<file path="src/rtl/avs_pkg.sv">
package avs_pkg;

    // Clock multiplier codes; the upper bit set always means three clocks per pixel.
    typedef enum logic [1:0] {
        MUL_X1  = 2'b00,
        MUL_X2  = 2'b01,
        MUL_X3A = 2'b10,
        MUL_X3B = 2'b11
    } mul_mode_e;

    // Per-line pixel timing configuration.
    typedef struct packed {
        logic [1:0] cpp;        // input clocks per pixel, 1..3
        logic       late_edge;  // strobe on last clock of pixel when set
    } pix_cfg_t;

    function automatic logic [1:0] mul_to_cpp(input logic [1:0] code);
        logic [1:0] r;
        if (code[1])      r = 2'd3;
        else if (code[0]) r = 2'd2;
        else              r = 2'd1;
        return r;
    endfunction

    function automatic logic [1:0] strobe_phase(input pix_cfg_t c);
        return c.late_edge ? (c.cpp - 2'd1) : 2'd0;
    endfunction

endpackage

</file>
<file path="src/rtl/avs_sync_edge.sv">
module avs_sync_edge (
    input  logic clk,
    input  logic rst,
    input  logic hsync_in,
    input  logic sync_pol,
    output logic lead_o
);
    logic s_now;
    logic s_q;

    // Normalise to active-high.
    assign s_now = sync_pol ? hsync_in : ~hsync_in;

    // Reset to "asserted" so a sync already active at reset release is not an edge.
    always_ff @(posedge clk) begin
        if (rst) s_q <= 1'b1;
        else     s_q <= s_now;
    end

    assign lead_o = s_now & ~s_q;
endmodule

</file>
<file path="src/rtl/avs_line_cfg.sv">
module avs_line_cfg
    import avs_pkg::*;
#(
    parameter int OFS_LO_W = 8,
    parameter int ACT_W    = 11,
    localparam int OFS_W   = OFS_LO_W + 1
) (
    input  logic                clk,
    input  logic                rst,
    input  logic                lead,
    input  logic [1:0]          mode,
    input  logic                late_edge,
    input  logic [OFS_LO_W-1:0] ofs_lo,
    input  logic                ofs_hi,
    input  logic [ACT_W-1:0]    width,
    output pix_cfg_t            cfg_o,
    output logic [OFS_W-1:0]    ofs_o,
    output logic [ACT_W-1:0]    width_o,
    output logic                running_o
);
    always_ff @(posedge clk) begin
        if (rst) begin
            cfg_o     <= '{cpp: 2'd1, late_edge: 1'b0};
            ofs_o     <= '0;
            width_o   <= '0;
            running_o <= 1'b0;
        end else if (lead) begin
            cfg_o.cpp       <= mul_to_cpp(mode);
            cfg_o.late_edge <= late_edge;
            ofs_o           <= {ofs_hi, ofs_lo};
            width_o         <= width;
            running_o       <= 1'b1;
        end
    end
endmodule

</file>
<file path="src/rtl/avs_pixel_phase.sv">
module avs_pixel_phase
    import avs_pkg::*;
#(
    parameter int PIX_W = 12
) (
    input  logic             clk,
    input  logic             rst,
    input  logic             lead,
    input  logic             running,
    input  pix_cfg_t         cfg,
    output logic [1:0]       phase_o,
    output logic             strobe_o,
    output logic [PIX_W-1:0] pix_o
);
    logic [1:0]       phase_q;
    logic [PIX_W-1:0] pix_q;
    logic             wrap;

    assign wrap = (phase_q == cfg.cpp - 2'd1);

    always_ff @(posedge clk) begin
        if (rst) begin
            phase_q <= 2'd0;
            pix_q   <= '0;
        end else if (lead) begin
            phase_q <= 2'd0;
            pix_q   <= '0;
        end else if (running) begin
            if (wrap) begin
                phase_q <= 2'd0;
                if (pix_q != {PIX_W{1'b1}}) pix_q <= pix_q + 1'b1;
            end else begin
                phase_q <= phase_q + 2'd1;
            end
        end
    end

    assign phase_o  = phase_q;
    assign pix_o    = pix_q;
    assign strobe_o = running && (phase_q == strobe_phase(cfg));
endmodule

</file>
<file path="src/rtl/avs_active_win.sv">
module avs_active_win #(
    parameter int OFS_W = 9,
    parameter int ACT_W = 11,
    parameter int PIX_W = 12
) (
    input  logic             running,
    input  logic [PIX_W-1:0] pix,
    input  logic [OFS_W-1:0] ofs,
    input  logic [ACT_W-1:0] width,
    output logic             de_o
);
    logic [PIX_W-1:0] start_px;
    logic [PIX_W-1:0] stop_px;

    always_comb begin
        start_px = PIX_W'(ofs);
        stop_px  = PIX_W'(ofs) + PIX_W'(width);
        de_o     = running && (pix >= start_px) && (pix < stop_px);
    end
endmodule

</file>
<file path="src/rtl/avs_start_gen.sv">
module avs_start_gen
    import avs_pkg::*;
#(
    parameter int OFS_LO_W = 8,
    parameter int ACT_W    = 11
) (
    input  logic                clk,
    input  logic                rst,
    input  logic                hsync_in,
    input  logic                sync_pol,
    input  logic [1:0]          clk_mode,
    input  logic                latch_pos,
    input  logic [OFS_LO_W-1:0] ofs_lo,
    input  logic                ofs_hi,
    input  logic [ACT_W-1:0]    act_width,
    output logic [1:0]          phase_idx,
    output logic                pix_stb,
    output logic                act_de
);
    localparam int OFS_W = OFS_LO_W + 1;
    localparam int PIX_W = ((OFS_W > ACT_W) ? OFS_W : ACT_W) + 1;

    logic             lead;
    logic             running;
    pix_cfg_t         cfg_q;
    logic [OFS_W-1:0] ofs_q;
    logic [ACT_W-1:0] width_q;
    logic [PIX_W-1:0] pix;

    avs_sync_edge u_edge (
        .clk      (clk),
        .rst      (rst),
        .hsync_in (hsync_in),
        .sync_pol (sync_pol),
        .lead_o   (lead)
    );

    avs_line_cfg #(.OFS_LO_W(OFS_LO_W), .ACT_W(ACT_W)) u_cfg (
        .clk       (clk),
        .rst       (rst),
        .lead      (lead),
        .mode      (clk_mode),
        .late_edge (latch_pos),
        .ofs_lo    (ofs_lo),
        .ofs_hi    (ofs_hi),
        .width     (act_width),
        .cfg_o     (cfg_q),
        .ofs_o     (ofs_q),
        .width_o   (width_q),
        .running_o (running)
    );

    avs_pixel_phase #(.PIX_W(PIX_W)) u_phase (
        .clk      (clk),
        .rst      (rst),
        .lead     (lead),
        .running  (running),
        .cfg      (cfg_q),
        .phase_o  (phase_idx),
        .strobe_o (pix_stb),
        .pix_o    (pix)
    );

    avs_active_win #(.OFS_W(OFS_W), .ACT_W(ACT_W), .PIX_W(PIX_W)) u_win (
        .running (running),
        .pix     (pix),
        .ofs     (ofs_q),
        .width   (width_q),
        .de_o    (act_de)
    );
endmodule

</file>
<file path="config.mk">
export PLATFORM = sky130hd
export DESIGN_NAME = avs_start_gen
export DESIGN_NICKNAME = d
export VERILOG_FILES = /design/src/rtl/avs_pkg.sv /design/src/rtl/avs_sync_edge.sv /design/src/rtl/avs_line_cfg.sv /design/src/rtl/avs_pixel_phase.sv /design/src/rtl/avs_active_win.sv /design/src/rtl/avs_start_gen.sv
export SDC_FILE = /design/constraint.sdc
export NUM_CORES = 1
export LEC_CHECK = 0
export ABC_AREA = 1
export BUFFER_PORTS_ARGS = -buffer_cell sky130_fd_sc_hd__buf_2
export CAP_MARGIN = 10
export CORE_MARGIN = 2
export CORE_UTILIZATION = 40
export CTS_CLUSTER_SIZE = 12
export DETAILED_ROUTE_END_ITERATION = 8
export HOLD_SLACK_MARGIN = 0.03
export SETUP_SLACK_MARGIN = 0.02
export SKIP_LAST_GASP = 1
export SLEW_MARGIN = 15
export SYNTH_ARGS = -nofsm -noshare
export SYNTH_HDL_FRONTEND = slang
export SYNTH_SLANG_ARGS = --single-unit
</file>
<file path="constraint.sdc">
create_clock -name clk -period 3.9 [get_ports clk]
set_input_delay 1.17 -clock clk [delete_from_list [all_inputs] [get_ports clk]]
set_output_delay 1.17 -clock clk [all_outputs]
set_load 0.02 [all_outputs]
</file>
### Word level (Yosys, flattened, before mapping)

Cells that the tools add are included.

* bits in registers: 39
* latch bits: 0
* memory bits (writable): 0
* memory bits (read-only): 0
* bits of input ports: 27
* output and inout port bits: 4
* logic and storage cells: 30
* memories kept: 0

* add/subtract/negate cells: 4
* multipliers: 0
* div/mod/pow operators: 0
* magnitude comparators: 2
* equality and inequality tests: 3
* shift-type cells: 0
* multiplexer cells: 5
* bitwise operators: 3
* reductions and logical operators: 5

Operator list (number)
* adder 12 x 1 -> 12 bit (second input constant): 1
* adder 9 x 11 -> 12 bit: 1
* >= comparator 12 x 9 -> 1 bit: 1
* less-than comparator 12 bit: 1
* != test 12 bit (second input constant): 1
* 2-to-1 mux 2 bit: 4
* equality test 2 bit: 2
* logical AND 1 bit: 3
* AND reduction 3 bit: 1
* adder 2 x 1 -> 2 bit (second input constant): 1
* inverter 1 bit: 2
* OR reduction 2 bit: 1
* subtractor 2 x 1 -> 2 bit (second input constant): 1
* bitwise AND 1 bit: 1
* 2-to-1 mux 1 bit: 1

### Depth between registers and ports, before layout

* word-level depth: 4
* gate-level depth with buffers: 15
* mapped depth without buffers: 15

### By module

A second synthesis with hierarchy kept.

* cells, all modules: 410
* area, all modules: 2761.4 sq um

By module, submodules not included
* avs_active_win: instances 1, cells each 162, area each 996.0 sq um, sequential area each 0.0 sq um
* avs_pixel_phase: instances 1, cells each 133, area each 888.4 sq um, sequential area each 280.3 sq um
* avs_line_cfg: instances 1, cells each 106, area each 822.0 sq um, sequential area each 480.5 sq um
* avs_sync_edge: instances 1, cells each 9, area each 55.1 sq um, sequential area each 20.0 sq um

### Worst setup path after synthesis

No wires, ideal clock.

* kind: reg2out
* start: reg u_cfg.ofs_o[0]
* end: out act_de
* arrival time: 2240 ps
* data required time: 2730 ps
* setup slack: 490 ps
* cell stages (with the launch flop): 14
* path buffers: 0
* cell sequence: dfxtp_1 > ha_1 > fa_1 > nand3_1 > nand2_1 > nand4_1 > nand2_1 > xor2_1 > ha_1 > nand2_1 > nor2_1 > a21oi_1 > nand2_1 > nor2_1

* word-level cells in the longest chain between the ends: 3
* elaborated cells between the ends (all ways): 5

Ends and longest elaborated chain
* from (decl): line avs_line_cfg.sv:17 `output logic [OFS_W-1:0] ofs_o,`
* from (signal assigned): line avs_line_cfg.sv:30 `ofs_o <= {ofs_hi, ofs_lo};`
* adder 9 x 11 -> 12 bit or >= comparator 12 x 9 -> 1 bit (tied branches): line avs_active_win.sv:17, avs_active_win.sv:18
* less-than comparator 12 bit or logical AND 1 bit (tied branches): line avs_active_win.sv:18 `de_o = running && (pix >= start_px) && (pix < stop_px);`
* logical AND 1 bit *: line avs_active_win.sv:18
* to (decl): line avs_start_gen.sv:18 `output logic act_de`

Every way passes the cells marked *; elsewhere a longest branch is shown, timed or not.

### Final worst setup path

Ends and elaborated chain as after synthesis.

==> summary.txt <==
Run status
  – Status: finished clean

Global route
  – Vias in the first global route: 2,382
  – Largest net degree at the start of global routing: 36
  – Gr ovfl total: 0
  – First-pass GRT wire length: 10.71 mm
  – GRT Resource Usage Total: 17.77%
  – Number of antenna violations at the first check in global routing: 0

Cells and area
  – Share of layout cells above drive strength 1: 22.22%
  – Diode count: 0
  – Reg area: 787.0 µm²
  – Most common cell after layout, fill and taps aside: nand2_1
  – Fillers: 667
  – Most frequent cells in the layout: nand2_1 (98), inv_1 (42), a21oi_1 (37)
  – Multi-input logic area: 0.001924 mm²
  – Final #Nets: 489
  – Final Cell Area: 0.003263 mm²
  – Area grow syn2layout: 18.60%
  – Finished Core Util: 48.57%

Clock tree
  – CTS tree: built
  – Bufs on Longest Clock Path: 2
  – Root Driver: clkbuf_8
  – H-tree depth: 2
  – Clock Sinks: 39
  – Inserted Clock Buffers: 5
  – Clock-pin slew on the worst setup and hold paths: 90 ps
  – Clk_lat worst skew: 300 ps

Floorplan
  – Boundary Pins: 31
  – Die Y-Extent: 86.94 µm
  – Core ar.: 0.006719 mm²
  – Die area: 0.007558 mm²
  – FP Rows: 30
  – Initial core utilization: 40.95%
  – Die width: 86.94 µm

Routing
  – WL per Instance: 12.91 µm
  – Initial DRC Count: 91
  – Pre-Repair DR Iteration Count: 4
  – Via density: 5.135
  – Number of remaining DRC errors: 0
  – Via count: 2,629
  – Routed wire length: 6.609 mm
  – Antenna-violating nets left: 0

Worst setup path
  – Critical-path maximum fanout: 3
  – Cell mode on critical path: nand2_1
  – Req. time, crit path: 2730 ps
  – Setup crit start kind: flip-flop
  – Crit-path slowest cell: fa_2
  – Kind of critical path: flip-flop to output pin
  – Critical Path Max Stage Delay: 420 ps
  – CP cell instances: ha_4, fa_2, buf_6, nand3_1, nand3_1, nand2_1, nand2_1, ha_1, nand2_2, o21bai_1, a21oi_2, nand2_1, nor2_1, buf_4
  – Critical Path End Type: output pin
  – WP data arrival: 2580 ps

Job
  – Maximum Capacitance Violations: 0

Timing
  – Fin. max-slew vios: 0
  – Tightest Pin Transition: 609.6 ps
  – Hold WS: 479.0 ps
  – RSZ-0062 raised after global routing: yes
  – Final setup violation count: 0
  – Setup ws final: 151.6 ps
  – Endpoints failing hold: 0
  – Max Clk Rate: 266.8 MHz
  – Setup Skew: 6.401 ps
  – Relative slew slack: 59.26%
  – Post-layout min period: 3748 ps
  – Crit share post-route: 96.11%

Power and ir drop
  – PwrDens: 279.0 mW/mm²
  – Leak: 1.336 nW
  – Worst vdd ir: 0.0001973 V

Place
  – GP Congestion: 0.8533
  – Port bufs: 30
  – Dpl ws: 349.7 ps
  – HPWL after DPL: 5.050 mm
  – Post-DP Area: 0.002968 mm²

Min path
  – Worst hold path type: flip-flop to flip-flop

Synth
  – Synth Warn #: 0
  – Syn_nets: 454
  – Adder-cell area share of the yosys netlist: 14.37%
  – Post-Syn Instances: 396
  – Synth Area in Simple Gates: 30.33%
  – Post-synthesis cell type count: 27
  – Seq/Total Area, Yosys: 28.38%
  – Xor and xnor area share after synthesis: 3.820%
  – Synth Area in Compound Gates: 15.60%
  – Largest family of logic cells by synthesized area: simple AND/OR/NAND/NOR gates
  – Multiplexer area fraction after synthesis: 0%
  – Mean Syn Cell Area: 6.948 µm²
  – Seq cells post-synth: 39
  – Mapped Area: 0.002751 mm²
-- timing repair --
action | CTS | global route
buffers inserted | 0 | 4
resized for setup | 1 | 37
hold buffers | 0 | 0
endpoints found under the setup margin | 1 | 1
pin swaps | 0 | 15
hold endpoints to repair | 0 | 0
-- cells in the mapped netlist, drive strengths merged --
cell / count / share of area (%)
nand2: 113 / 17
a21oi: 50 / 10
inv: 42 / 5.7
dfxtp: 39 / 28
nor2: 31 / 4.9
ha: 30 / 14
nand3: 26 / 5.2
o21ai: 23 / 4.2
nand4: 8 / 1.8
xor2: 8 / 2.5
clkbuf: 5 / 0.68
nor3: 4 / 0.73
xnor2: 4 / 1.3
buf: 3 / 1.1
nand3b: 3 / 0.82
o21bai: 3 / 0.82
a21boi: 1 / 0.27
fa: 1 / 0.73
o211ai: 1 / 0.27
or2: 1 / 0.23
-- flip-flops by register name, indices dropped and copies added (netlist names) --
signal / flops
u_cfg.cfg_o: 3
u_cfg.ofs_o: 9
u_cfg.running_o: 1
u_cfg.width_o: 11
u_edge.s_q: 1
u_phase.phase_o: 2
u_phase.pix_o: 12
-- routing by layer --
layer / vias up / share of wire [%] / track usage [%]
met3: 13 / 4.5 / 2.844
li1: 1376 / - / -
met2: 60 / 44 / 27.34
met4: 0 / 2.3 / 6.960
met1: 1180 / 49 / 24.84
met5: - / 0 / 0
-- critical path, delay by kind of cell, from the launching register on --
kind | cells | cell delay, ps
adders and majority gates | 3 | 860
and+or+nand+nor | 7 | 560
DFF | 1 | 370
buffers and inverters | 2 | 290
AOI/OAI and AO/OA | 2 | 190
-- through the flow --
stage / instances / TNS (ps) / power, W
3_3_place_gp: 500 / 0 / 0.0006019
6_report: 512 / 0 / 0.0009103
4_1_cts: 508 / 0 / 0.0008965
5_1_grt: 512 / -19.33 / 0.0009633
2_1_floorplan: 396 / 0 / 0.0005571
3_5_place_dp: 500 / 0 / 0.0006054
-- final timing paths --
path | slack [ps] | cells past startpoint | start | endpoint
worst max register to register | 2180 | 8 | u_phase.pix_o[0] | u_phase.pix_o[9]
worst min register to register | 480 | 2 | u_cfg.cfg_o[0] | u_cfg.cfg_o[0]
worst max-delay path | 150 | 14 | u_cfg.ofs_o[0] | act_de
worst min-delay path | 480 | 2 | u_cfg.cfg_o[0] | u_cfg.cfg_o[0]
-- report_power, final --
part	switching, W	internal (W)	leakage (nW)
sequential	0.0000193	0.000416	0.319
combinational	0.000110	0.0000748	0.976
clock	0.000163	0.000128	0.0408
-- cell families after synthesis --
logic type	count (synthesis)
compound gates	78
fa+ha+maj	31
buf+inv	50
xor+xnor	12
flops	39
simple gates	186
-- final cells by class --
type                       instances  area share, %
clock buffer                       5          2.109
inverter                          42          4.831
sequential                        39          24.12
timing repair buffer              36          6.173
clock inverter                     3         0.7285
tap                               80          3.067
multi-input combinational        307          58.97
Note: power is estimated with default switching activity, not from simulation.
